<file path="config.mk">
export PLATFORM = sky130hd
export DESIGN_NAME = simd_sat_addsub
export DESIGN_NICKNAME = d
export VERILOG_FILES = /design/src/rtl/simd_pkg.sv /design/src/rtl/simd_lane_unit.sv /design/src/rtl/simd_width_bank.sv /design/src/rtl/simd_sat_addsub.sv
export SDC_FILE = /design/constraint.sdc
export NUM_CORES = 1
export LEC_CHECK = 0
export ABC_AREA = 0
export BUFFER_PORTS_ARGS = -buffer_cell sky130_fd_sc_hd__buf_2
export CAP_MARGIN = 0
export CORE_MARGIN = 2
export CORE_UTILIZATION = 40
export CTS_CLUSTER_DIAMETER = 100
export DETAILED_ROUTE_END_ITERATION = 7
export PLACE_DENSITY_LB_ADDON = 0.3
export SETUP_SLACK_MARGIN = 0.02
export SYNTH_ARGS = -nofsm -noshare
export SYNTH_HDL_FRONTEND = slang
export SYNTH_SLANG_ARGS = --single-unit
export TNS_END_PERCENT = 20
</file>
<file path="constraint.sdc">
create_clock -name clk -period 7.6 [get_ports clk]
set_input_delay 0.38 -clock clk [delete_from_list [all_inputs] [get_ports clk]]
set_output_delay 0.38 -clock clk [all_outputs]
set_load 0.02 [all_outputs]
</file>
<file path="src/rtl/simd_pkg.sv">
// Shared encodings for the packed add/subtract unit.
// Assumes a 4-bit nibble as the smallest lane and flag granule.
package simd_pkg;

    typedef enum logic [1:0] {
        LANE_NIB  = 2'd0,
        LANE_BYTE = 2'd1,
        LANE_HALF = 2'd2,
        LANE_WORD = 2'd3
    } lane_size_e;

    typedef enum logic [1:0] {
        MODE_WRAP  = 2'd0,
        MODE_USAT  = 2'd1,
        MODE_SSAT  = 2'd2,
        MODE_MIXED = 2'd3
    } sat_mode_e;

    localparam int NIB_W     = 4;
    localparam int NUM_SIZES = 4;

endpackage

</file>
<file path="src/rtl/simd_lane_unit.sv">
// One lane of W bits: add or subtract with a selectable overflow policy.
// Assumes W >= 2. Works in W+2 bits so that every raw result of every
// policy fits without loss before clamping.
module simd_lane_unit
    import simd_pkg::*;
#(
    parameter int W = 8
) (
    input  logic [W-1:0] op_a,
    input  logic [W-1:0] op_b,
    input  logic         op_sub,
    input  logic [1:0]   mode,
    output logic [W-1:0] res,
    output logic         clamped
);
    localparam int XW = W + 2;

    logic              a_is_signed;
    logic              b_is_signed;
    logic              clamp_on;
    logic              above;
    logic              below;
    logic signed [XW-1:0] wide_a;
    logic signed [XW-1:0] wide_b;
    logic signed [XW-1:0] raw;
    logic signed [XW-1:0] top_lim;
    logic signed [XW-1:0] bot_lim;

    // Extend operands by policy and form the exact wide result.
    always_comb begin
        a_is_signed = (mode == MODE_SSAT);
        b_is_signed = (mode == MODE_SSAT) || (mode == MODE_MIXED);
        wide_a = a_is_signed ? {{2{op_a[W-1]}}, op_a} : {2'b00, op_a};
        wide_b = b_is_signed ? {{2{op_b[W-1]}}, op_b} : {2'b00, op_b};
        raw    = op_sub ? (wide_a - wide_b) : (wide_a + wide_b);
    end

    // Pick the clamp limits and apply them unless the policy is wrap.
    always_comb begin
        top_lim  = a_is_signed ? {3'b000, {(W-1){1'b1}}} : {2'b00, {W{1'b1}}};
        bot_lim  = a_is_signed ? {3'b111, {(W-1){1'b0}}} : '0;
        clamp_on = (mode != MODE_WRAP);
        above    = clamp_on && (raw > top_lim);
        below    = clamp_on && (raw < bot_lim);
        if (above) begin
            res = top_lim[W-1:0];
        end else if (below) begin
            res = bot_lim[W-1:0];
        end else begin
            res = raw[W-1:0];
        end
        clamped = above || below;
    end

endmodule

</file>
<file path="src/rtl/simd_width_bank.sv">
// All lanes of one fixed width across the data word, with the clamp flag
// of each lane copied onto every nibble position it covers.
// Assumes DATA_W is a multiple of LANE_W and LANE_W a multiple of NIB_W.
module simd_width_bank
    import simd_pkg::*;
#(
    parameter int LANE_W = 8,
    parameter int DATA_W = 64
) (
    input  logic [DATA_W-1:0]       src_a,
    input  logic [DATA_W-1:0]       src_b,
    input  logic                    do_sub,
    input  logic [1:0]              mode,
    output logic [DATA_W-1:0]       bank_res,
    output logic [DATA_W/NIB_W-1:0] bank_flags
);
    localparam int LANES    = DATA_W / LANE_W;
    localparam int NIBS_PER = LANE_W / NIB_W;

    for (genvar k = 0; k < LANES; k++) begin : g_lane
        logic lane_clamp;

        simd_lane_unit #(.W(LANE_W)) u_lane (
            .op_a    (src_a[k*LANE_W +: LANE_W]),
            .op_b    (src_b[k*LANE_W +: LANE_W]),
            .op_sub  (do_sub),
            .mode    (mode),
            .res     (bank_res[k*LANE_W +: LANE_W]),
            .clamped (lane_clamp)
        );

        // Replicate this lane's flag over its nibble positions.
        assign bank_flags[k*NIBS_PER +: NIBS_PER] = {NIBS_PER{lane_clamp}};
    end

endmodule

</file>
<file path="src/rtl/simd_sat_addsub.sv">
// Packed add/subtract with wrap, unsigned, signed or mixed clamping.
// Computes every lane width in parallel, selects one by in_size and
// registers the choice. Assumes DATA_W is a multiple of the widest lane.
module simd_sat_addsub
    import simd_pkg::*;
#(
    parameter int DATA_W = 64
) (
    input  logic                    clk,
    input  logic                    rst_n,
    input  logic                    in_valid,
    input  logic [DATA_W-1:0]       in_a,
    input  logic [DATA_W-1:0]       in_b,
    input  logic                    in_sub,
    input  logic [1:0]              in_size,
    input  logic [1:0]              in_mode,
    output logic                    out_valid,
    output logic [DATA_W-1:0]       out_result,
    output logic [DATA_W/NIB_W-1:0] out_sat
);
    localparam int FLAG_W = DATA_W / NIB_W;
    localparam int WORD_W = NIB_W << (NUM_SIZES - 1);

    logic [DATA_W-1:0] bank_res [NUM_SIZES];
    logic [FLAG_W-1:0] bank_flg [NUM_SIZES];
    logic [DATA_W-1:0] sel_res;
    logic [FLAG_W-1:0] sel_flg;

    for (genvar s = 0; s < NUM_SIZES; s++) begin : g_bank
        simd_width_bank #(
            .LANE_W (NIB_W << s),
            .DATA_W (DATA_W)
        ) u_bank (
            .src_a      (in_a),
            .src_b      (in_b),
            .do_sub     (in_sub),
            .mode       (in_mode),
            .bank_res   (bank_res[s]),
            .bank_flags (bank_flg[s])
        );
    end

    // Choose the bank matching the requested lane width.
    always_comb begin
        sel_res = bank_res[in_size];
        sel_flg = bank_flg[in_size];
    end

    // Output register: capture on a strobe, hold otherwise.
    always_ff @(posedge clk) begin
        if (!rst_n) begin
            out_valid  <= 1'b0;
            out_result <= '0;
            out_sat    <= '0;
        end else begin
            out_valid <= in_valid;
            if (in_valid) begin
                out_result <= sel_res;
                out_sat    <= sel_flg;
            end
        end
    end

    function automatic logic pairs_match(input logic [FLAG_W-1:0] f);
        for (int i = 0; i < FLAG_W / 2; i++) begin
            if (f[2*i] != f[2*i+1]) return 1'b0;
        end
        return 1'b1;
    endfunction

    function automatic logic word_clamp_ok(input logic [DATA_W-1:0] r,
                                           input logic [FLAG_W-1:0] f);
        for (int k = 0; k < DATA_W / WORD_W; k++) begin
            if (f[k*(WORD_W/NIB_W)]) begin
                if (r[k*WORD_W +: WORD_W] != {1'b0, {(WORD_W-1){1'b1}}} &&
                    r[k*WORD_W +: WORD_W] != {1'b1, {(WORD_W-1){1'b0}}})
                    return 1'b0;
            end
        end
        return 1'b1;
    endfunction

    // a strobe yields a valid result on the next cycle
    p_valid_follow_r1: assert property (@(posedge clk) disable iff (!rst_n)
        in_valid |=> out_valid);

    // no strobe, no valid result on the next cycle
    p_valid_quiet_r1: assert property (@(posedge clk) disable iff (!rst_n)
        !in_valid |=> !out_valid);

    // wrap policy never raises a clamp flag
    p_wrap_noflag_r2: assert property (@(posedge clk) disable iff (!rst_n)
        (in_valid && in_mode == MODE_WRAP) |=> (out_sat == '0));

    // a clamped signed word lane holds one of the two signed limits
    p_word_limit_r4: assert property (@(posedge clk) disable iff (!rst_n)
        (in_valid && in_mode == MODE_SSAT && in_size == LANE_WORD)
        |=> word_clamp_ok(out_result, out_sat));

    // byte-lane flags are equal across both nibbles of every lane
    p_flag_pairs_r7: assert property (@(posedge clk) disable iff (!rst_n)
        (in_valid && in_size == LANE_BYTE) |=> pairs_match(out_sat));

    // outputs hold while no operation is offered
    p_hold_idle_r8: assert property (@(posedge clk) disable iff (!rst_n)
        !in_valid |=> ($stable(out_result) && $stable(out_sat)));

endmodule

</file>
==> reports/metrics.csv, run 1 <==
metric,value,unit
power.density,178,nW/µm²
synth_nets,3719,
routedWlPerCell,21.3,µm
die_w,243,µm
path_buf_inv,1,
slew_violations,0,
syn_area,22900,µm²
fmax,0.144,GHz
synth_area_per_cell,7.05,µm²
die_h,243,µm
syn_inst,3241,
synth-seq-cells,81,
vias,25000,
pre_cts_slack,0.361,ns
synthTopCellsByArea,"ha_1 (18%), xnor2_1 (9.2%), dfxtp_1 (7.1%)",
finalHoldViolCount,0,
gp_congestion,0.971,
clock_latency,0.36,ns
worstHoldEndpoint,out_result[0],
cp-end-kind,flip-flop,
crit_slowest_cell,a31oi_4,
async_reset_ff_share,0,%
ys_top_cells_by_count,"ha_1 (326), a21oi_1 (316), nor2_1 (292), xnor2_1 (239), o21ai_0 (235)",
worstMarginPinSlew,1.09,ns
drive_gt1_share,11.5,%
r2r_start,out_result[52],
cp.required,7.79,ns
grtUsageTotal,28.5,%
cp-start-kind,input port,
grt_first_pass_wirelength,135000,µm
path_delay_family,compound AO/OA/AOI/OAI gates,
fillers,5952,
cts_resized,0,
hp-start,in_b[0],
period_needed,6.94,ns
ys_seq_area_share,7.10,%
boundaryPins,217,
cpMostUsedCell,or4_1,
cts_tree,built,
grt-ovfl-total,0,
regArea,1620,µm²
cts_hold_buf,0,
io_buffers,216,
maxCapViolCount,0,
yosysTopAreaCell,ha_1,
grt_max_degree,91,
cp_max_fo,21,
row_count,87,
yosysTopAreaCellShare,17.8,%
rsz0062_at_grt,false,
dr.pass1.iters,6,
post-synth-top-count-cell,ha_1,
clock-sinks,81,
area_growth,8.95,%
crit_arrival,7.13,ns
grt_antenna_before_repair,3,
synthDistinctLibCells,102,
drtIter0Drc,2607,
routed_wl,87500,µm
cts.reportedPaths.clkPinSlew,0.08,ns
place.detailed.hpwl,68800,µm
criticalPathCategory,in -> reg,
finalSetupViolations,0,
fin_setup_tns,0,ns
cts.path.max_buffers,2,
post_cts_buffers,0,
whs_path_depth,3,
yosys_warnings,0,
clock_skew,0,ns
run_status,"complete, no violations",
multi_input_area,19900,µm²
synth_edf_count,0,
ys.flop_type,dfxtp_1,
die_area,59100,µm²
regToRegSetupSlack,6.46,ns
initial_core_util,40.5,%
cts_root_buf,clkbuf_16,
grt_pass1_vias,23400,
cts_buffers,9,
r2r_cells,3,
core_area,56400,µm²
p_leak,0.0110,µW
htreeDepth,3,
max_stage_delay,0.64,ns
vias_per_cell,6.07,
ir_worst_vdd,107,µV
antenna_cells,0,
timing.rr.end,out_result[52],
fin_nets,3831,
min_path_type,in -> reg,
drc_errors,0,
finalCritPeriodShare,91.3,%
fin_ws,0.660,ns
max-slew-margin-rel,27.1,%
antenna_left,0,
flip-flops by register name (all words and copies together) (netlist names):
name	cells
out_result	64
out_sat	16
out_valid	1
worst max path at each step:
| stage | slack (ns) | cells past startpoint | to | from |
|---|---|---|---|---|
| finish | 0.66 | 25 | out_sat[1] | in_b[1] |
| CTS | 0.73 | 25 | out_sat[1] | in_b[1] |
| floorplan | 0.79 | 27 | out_result[13] | in_sub |
| detailed placement | 0.36 | 25 | out_sat[6] | in_b[1] |
| global placement | 0.44 | 25 | out_sat[1] | in_b[1] |
| global route | 0.26 | 25 | out_result[31] | in_b[1] |
cell usage in the layout (no fill, tap or decap), drive strengths merged, types with 44 or more instances in the layout:
| cell type | Yosys | final |
|---|---|---|
| ha | 326 | 326 |
| a21oi | 316 | 316 |
| nor2 | 293 | 293 |
| buf | 26 | 260 |
| o21ai | 246 | 246 |
| xnor2 | 240 | 240 |
| nand2 | 233 | 233 |
| inv | 182 | 184 |
| nor3 | 95 | 95 |
| a31oi | 87 | 87 |
| a21o | 81 | 81 |
| dfxtp | 81 | 81 |
| xor2 | 81 | 81 |
| nor2b | 80 | 80 |
| nand3 | 49 | 49 |
| o21a | 44 | 44 |
kinds of logic (layout without fill, tap and decap cells):
kind of cell             Yosys count  in the layout  synth area share [%]
buffers and inverters            342            459                  5.80
XOR/XNOR                         322            322                  12.5
multiplexers                      61             61                  2.92
adder cells (fa/ha/maj)          342            342                  19.3
AND/OR/NAND/NOR                 1002           1002                  21.5
AO/OA/AOI/OAI                   1091           1091                  30.9
flip-flops                        81             81                  7.10
metrics by stage:
stage	std cells	instance area, µm²	utilization [%]	hold WS, ns	total power, µW
after detailed placement	4098	24600	43.7	0.465	3900
after global placement	4098	24600	43.7	0.459	3880
final	4114	24900	44.2	0.463	4430
after CTS	4114	24900	44.2	0.456	4370
after global routing	4114	24900	44.2	0.476	4800
after floorplan	3241	22900	-	0.545	2990
area by class of cell:
| class | instances | area share (%) |
|---|---|---|
| clock buffer | 10 | 0.920 |
| clock inverter | 6 | 0.201 |
| inverter | 183 | 2.76 |
| timing repair buffer | 260 | 5.76 |
| multi-input combinational | 2818 | 80.0 |
| tap | 756 | 3.80 |
| sequential | 81 | 6.51 |
worst reg2reg max path, cell delays in order, from the launching register on:
cell and delay [ns]:
dfxtp_1 0.40, o21ai_0 0.12, or2_2 0.33, o32ai_1 0.20
layer usage:
metal	global-route usage, %	share of wire, %	up-vias	wire, µm
met1	39.2	44	11600	38500
met4	11.8	4.4	0	3850
li1	-	-	12000	-
met3	3.66	8.4	192	7360
met2	44.8	43	1135	37800
met5	0	0	-	0
report_power, final:
group          total, µW  switching (µW)  internal [µW]  leakage (µW)
logic               3410            2110           1310        0.0102
clock network        456             229            226      0.000130
registers            557            69.9            488      0.000673
total               4430            2410           2020        0.0110
Note: power is estimated with default switching activity, not from simulation.
==> inputs of run 2 (changes only) <==
Settings changed: CTS_BUF_LIST from default to sky130_fd_sc_hd__clkbuf_4 sky130_fd_sc_hd__clkbuf_8.
==> reports/metrics.csv, run 2 (synthesis gave the netlist of run 1 again) <==
metric,value,unit,change
regArea,1620,µm²,unchanged
grt_pass1_vias,23300,,-0.43%
cts.reportedPaths.clkPinSlew,0.12,ns,+0.04 ns
p_switching,2390,µW,-0.51%
clock-sinks,81,,unchanged
max-slew-margin-rel,25.0,%,-2.1 points
fin_ws,0.699,ns,+0.0389 ns
finalPower,4310,µW,-2.5%
finalSetupViolations,0,,unchanged
finalCritPeriodShare,90.8,%,-0.51 points
cp.required,7.82,ns,+0.03 ns
intPower,1920,µW,-4.9%
die_w,243,µm,unchanged
grt_antenna_before_repair,3,,unchanged
area_growth,8.52,%,
cp_max_fo,21,,unchanged
cts_root_buf,clkbuf_8,,
p_leak,0.0110,µW,-0.39%
min_path_type,in -> reg,,
switching_share,55.5,%,+1.1 points
slew_violations,0,,unchanged
combPwrFrac,79.1,%,+2.0 points
most-common-layout-cells,"ha_1 (326), a21oi_1 (316), nor2_1 (290)",,
cp-start-kind,input port,,
power.clock.fraction,8.0,%,-2.3 points
antenna_left,0,,unchanged
criticalPathCategory,in -> reg,,
vias_per_cell,6.09,,+0.32%
grt-ovfl-total,0,,unchanged
fin_setup_tns,0,ns,unchanged
routedWlPerCell,21.3,µm,about the same
grt_max_degree,91,,unchanged
worstMarginPinSlew,1.10,ns,+0.0113 ns
boundaryPins,217,,unchanged
fin_nets,3831,,unchanged
power.density,174,nW/µm²,-2.2%
cts_tree,built,,
drc_errors,0,,unchanged
p_seq_share,12.9,%,+0.3 points
place.detailed.hpwl,68800,µm,unchanged
die_h,243,µm,unchanged
cts.path.max_buffers,2,,unchanged
cts_hold_buf,0,,unchanged
routed_wl,87500,µm,about the same
die_area,59100,µm²,unchanged
period_needed,6.90,ns,-0.0389 ns
fmax,0.145,GHz,+0.56%
cts_resized,0,,unchanged
fillers,5966,,+0.24%
run_status,"complete, no violations",,
finalHoldViolCount,0,,unchanged
dr.pass1.iters,6,,unchanged
reg.largest.list,"out_result (64), out_sat (16), out_valid (1)",,
ir_worst_vdd,89.5,µV,-16%
post_cts_buffers,0,,unchanged
drive_gt1_share,11.5,%,+0.030 points
gp_congestion,0.971,,unchanged
cts_buffers,9,,unchanged
final_common_cell,ha_1,,
largest_reg_flops,64,,unchanged
grtUsageTotal,28.5,%,about the same
multi_input_area,19900,µm²,unchanged
antenna_cells,0,,unchanged
clock_skew,0,ns,unchanged
crit_arrival,7.12,ns,about the same
clock_latency,0.39,ns,+0.03 ns
rsz0062_at_grt,false,,
maxCapViolCount,0,,unchanged
vias,25000,,+0.32%
htreeDepth,3,,unchanged
io_buffers,216,,unchanged
core_area,56400,µm²,unchanged
pre_cts_slack,0.361,ns,unchanged
grt_first_pass_wirelength,135000,µm,about the same
cp-end-kind,flip-flop,,
largest-register,out_result,,
row_count,87,,unchanged
drtIter0Drc,2573,,-1.3%
initial_core_util,40.5,%,unchanged
run 2: cell counts in the layout (fill, tap and decap cells not counted):
No cell type changed its count.
run 2: worst paths after layout:
| check | start | endpoint | slack, ns | cells past startpoint |
|---|---|---|---|---|
| worst max-delay path | in_b[1] | out_sat[1] | 0.70 | 25 |
| worst min register to register | out_result[59] | out_result[59] | 0.48 | 2 |
| worst max register to register | out_result[52] | out_result[52] | 6.46 | 3 |
| worst min-delay path | in_b[0] | out_result[0] | 0.41 | 3 |
run 2: layout make-up:
cell class / instances / area share (%)
multi-input combinational: 2818 / 80.4
sequential: 81 / 6.54
timing repair buffer: 260 / 5.79
tap: 756 / 3.81
inverter: 183 / 2.77
clock buffer: 10 / 0.530
clock inverter: 6 / 0.202
run 2: routing by layer:
| metal | part of all wire (%) | track usage, % | vias to the layer above |
|---|---|---|---|
| li1 | - | - | 12000 |
| met1 | 44 | 39.5 | 11700 |
| met2 | 43 | 44.9 | 1168 |
| met3 | 8.2 | 3.17 | 175 |
| met4 | 4.2 | 11.5 | 0 |
| met5 | 0 | 0 | - |
run 2: per-stage QoR:
stage	instance area [µm²]	util [%]	instances	hold WS (ns)
finish	24800	44.0	4114	0.411
global route	24800	44.0	4114	0.426
CTS	24800	44.0	4114	0.415
detailed placement	24600	43.7	4098	0.465
global placement	24600	43.7	4098	0.459
floorplan	22900	-	3241	0.545
run 2: worst max-delay path: stages:
cell      delay (ns)
buf_2           0.12
or4_1           0.62
or3_1           0.53
o21ai_2         0.38
o21ai_0         0.19
xnor2_1         0.16
ha_1            0.46
and4_1          0.27
nand3_1         0.15
nor2_1          0.14
nand3_1         0.11
a21oi_1         0.18
o22a_1          0.20
a21o_1          0.12
a21oi_1         0.07
xnor2_1         0.19
ha_1            0.31
nand3b_1        0.10
nor4_2          0.14
nand4_1         0.11
or4_1           0.50
or4_1           0.60
a31oi_4         0.65
a221o_1         0.35
a31oi_1         0.11
run 2: power by group through the flow:
stage               Combinational (µW)  Clock, µW  Sequential (µW)
finish                            3410        343              558
global route                      3760        360              559
CTS                               3350        343              554
detailed placement                3330          0              563
global placement                  3310          0              565
floorplan                         2390          0              602
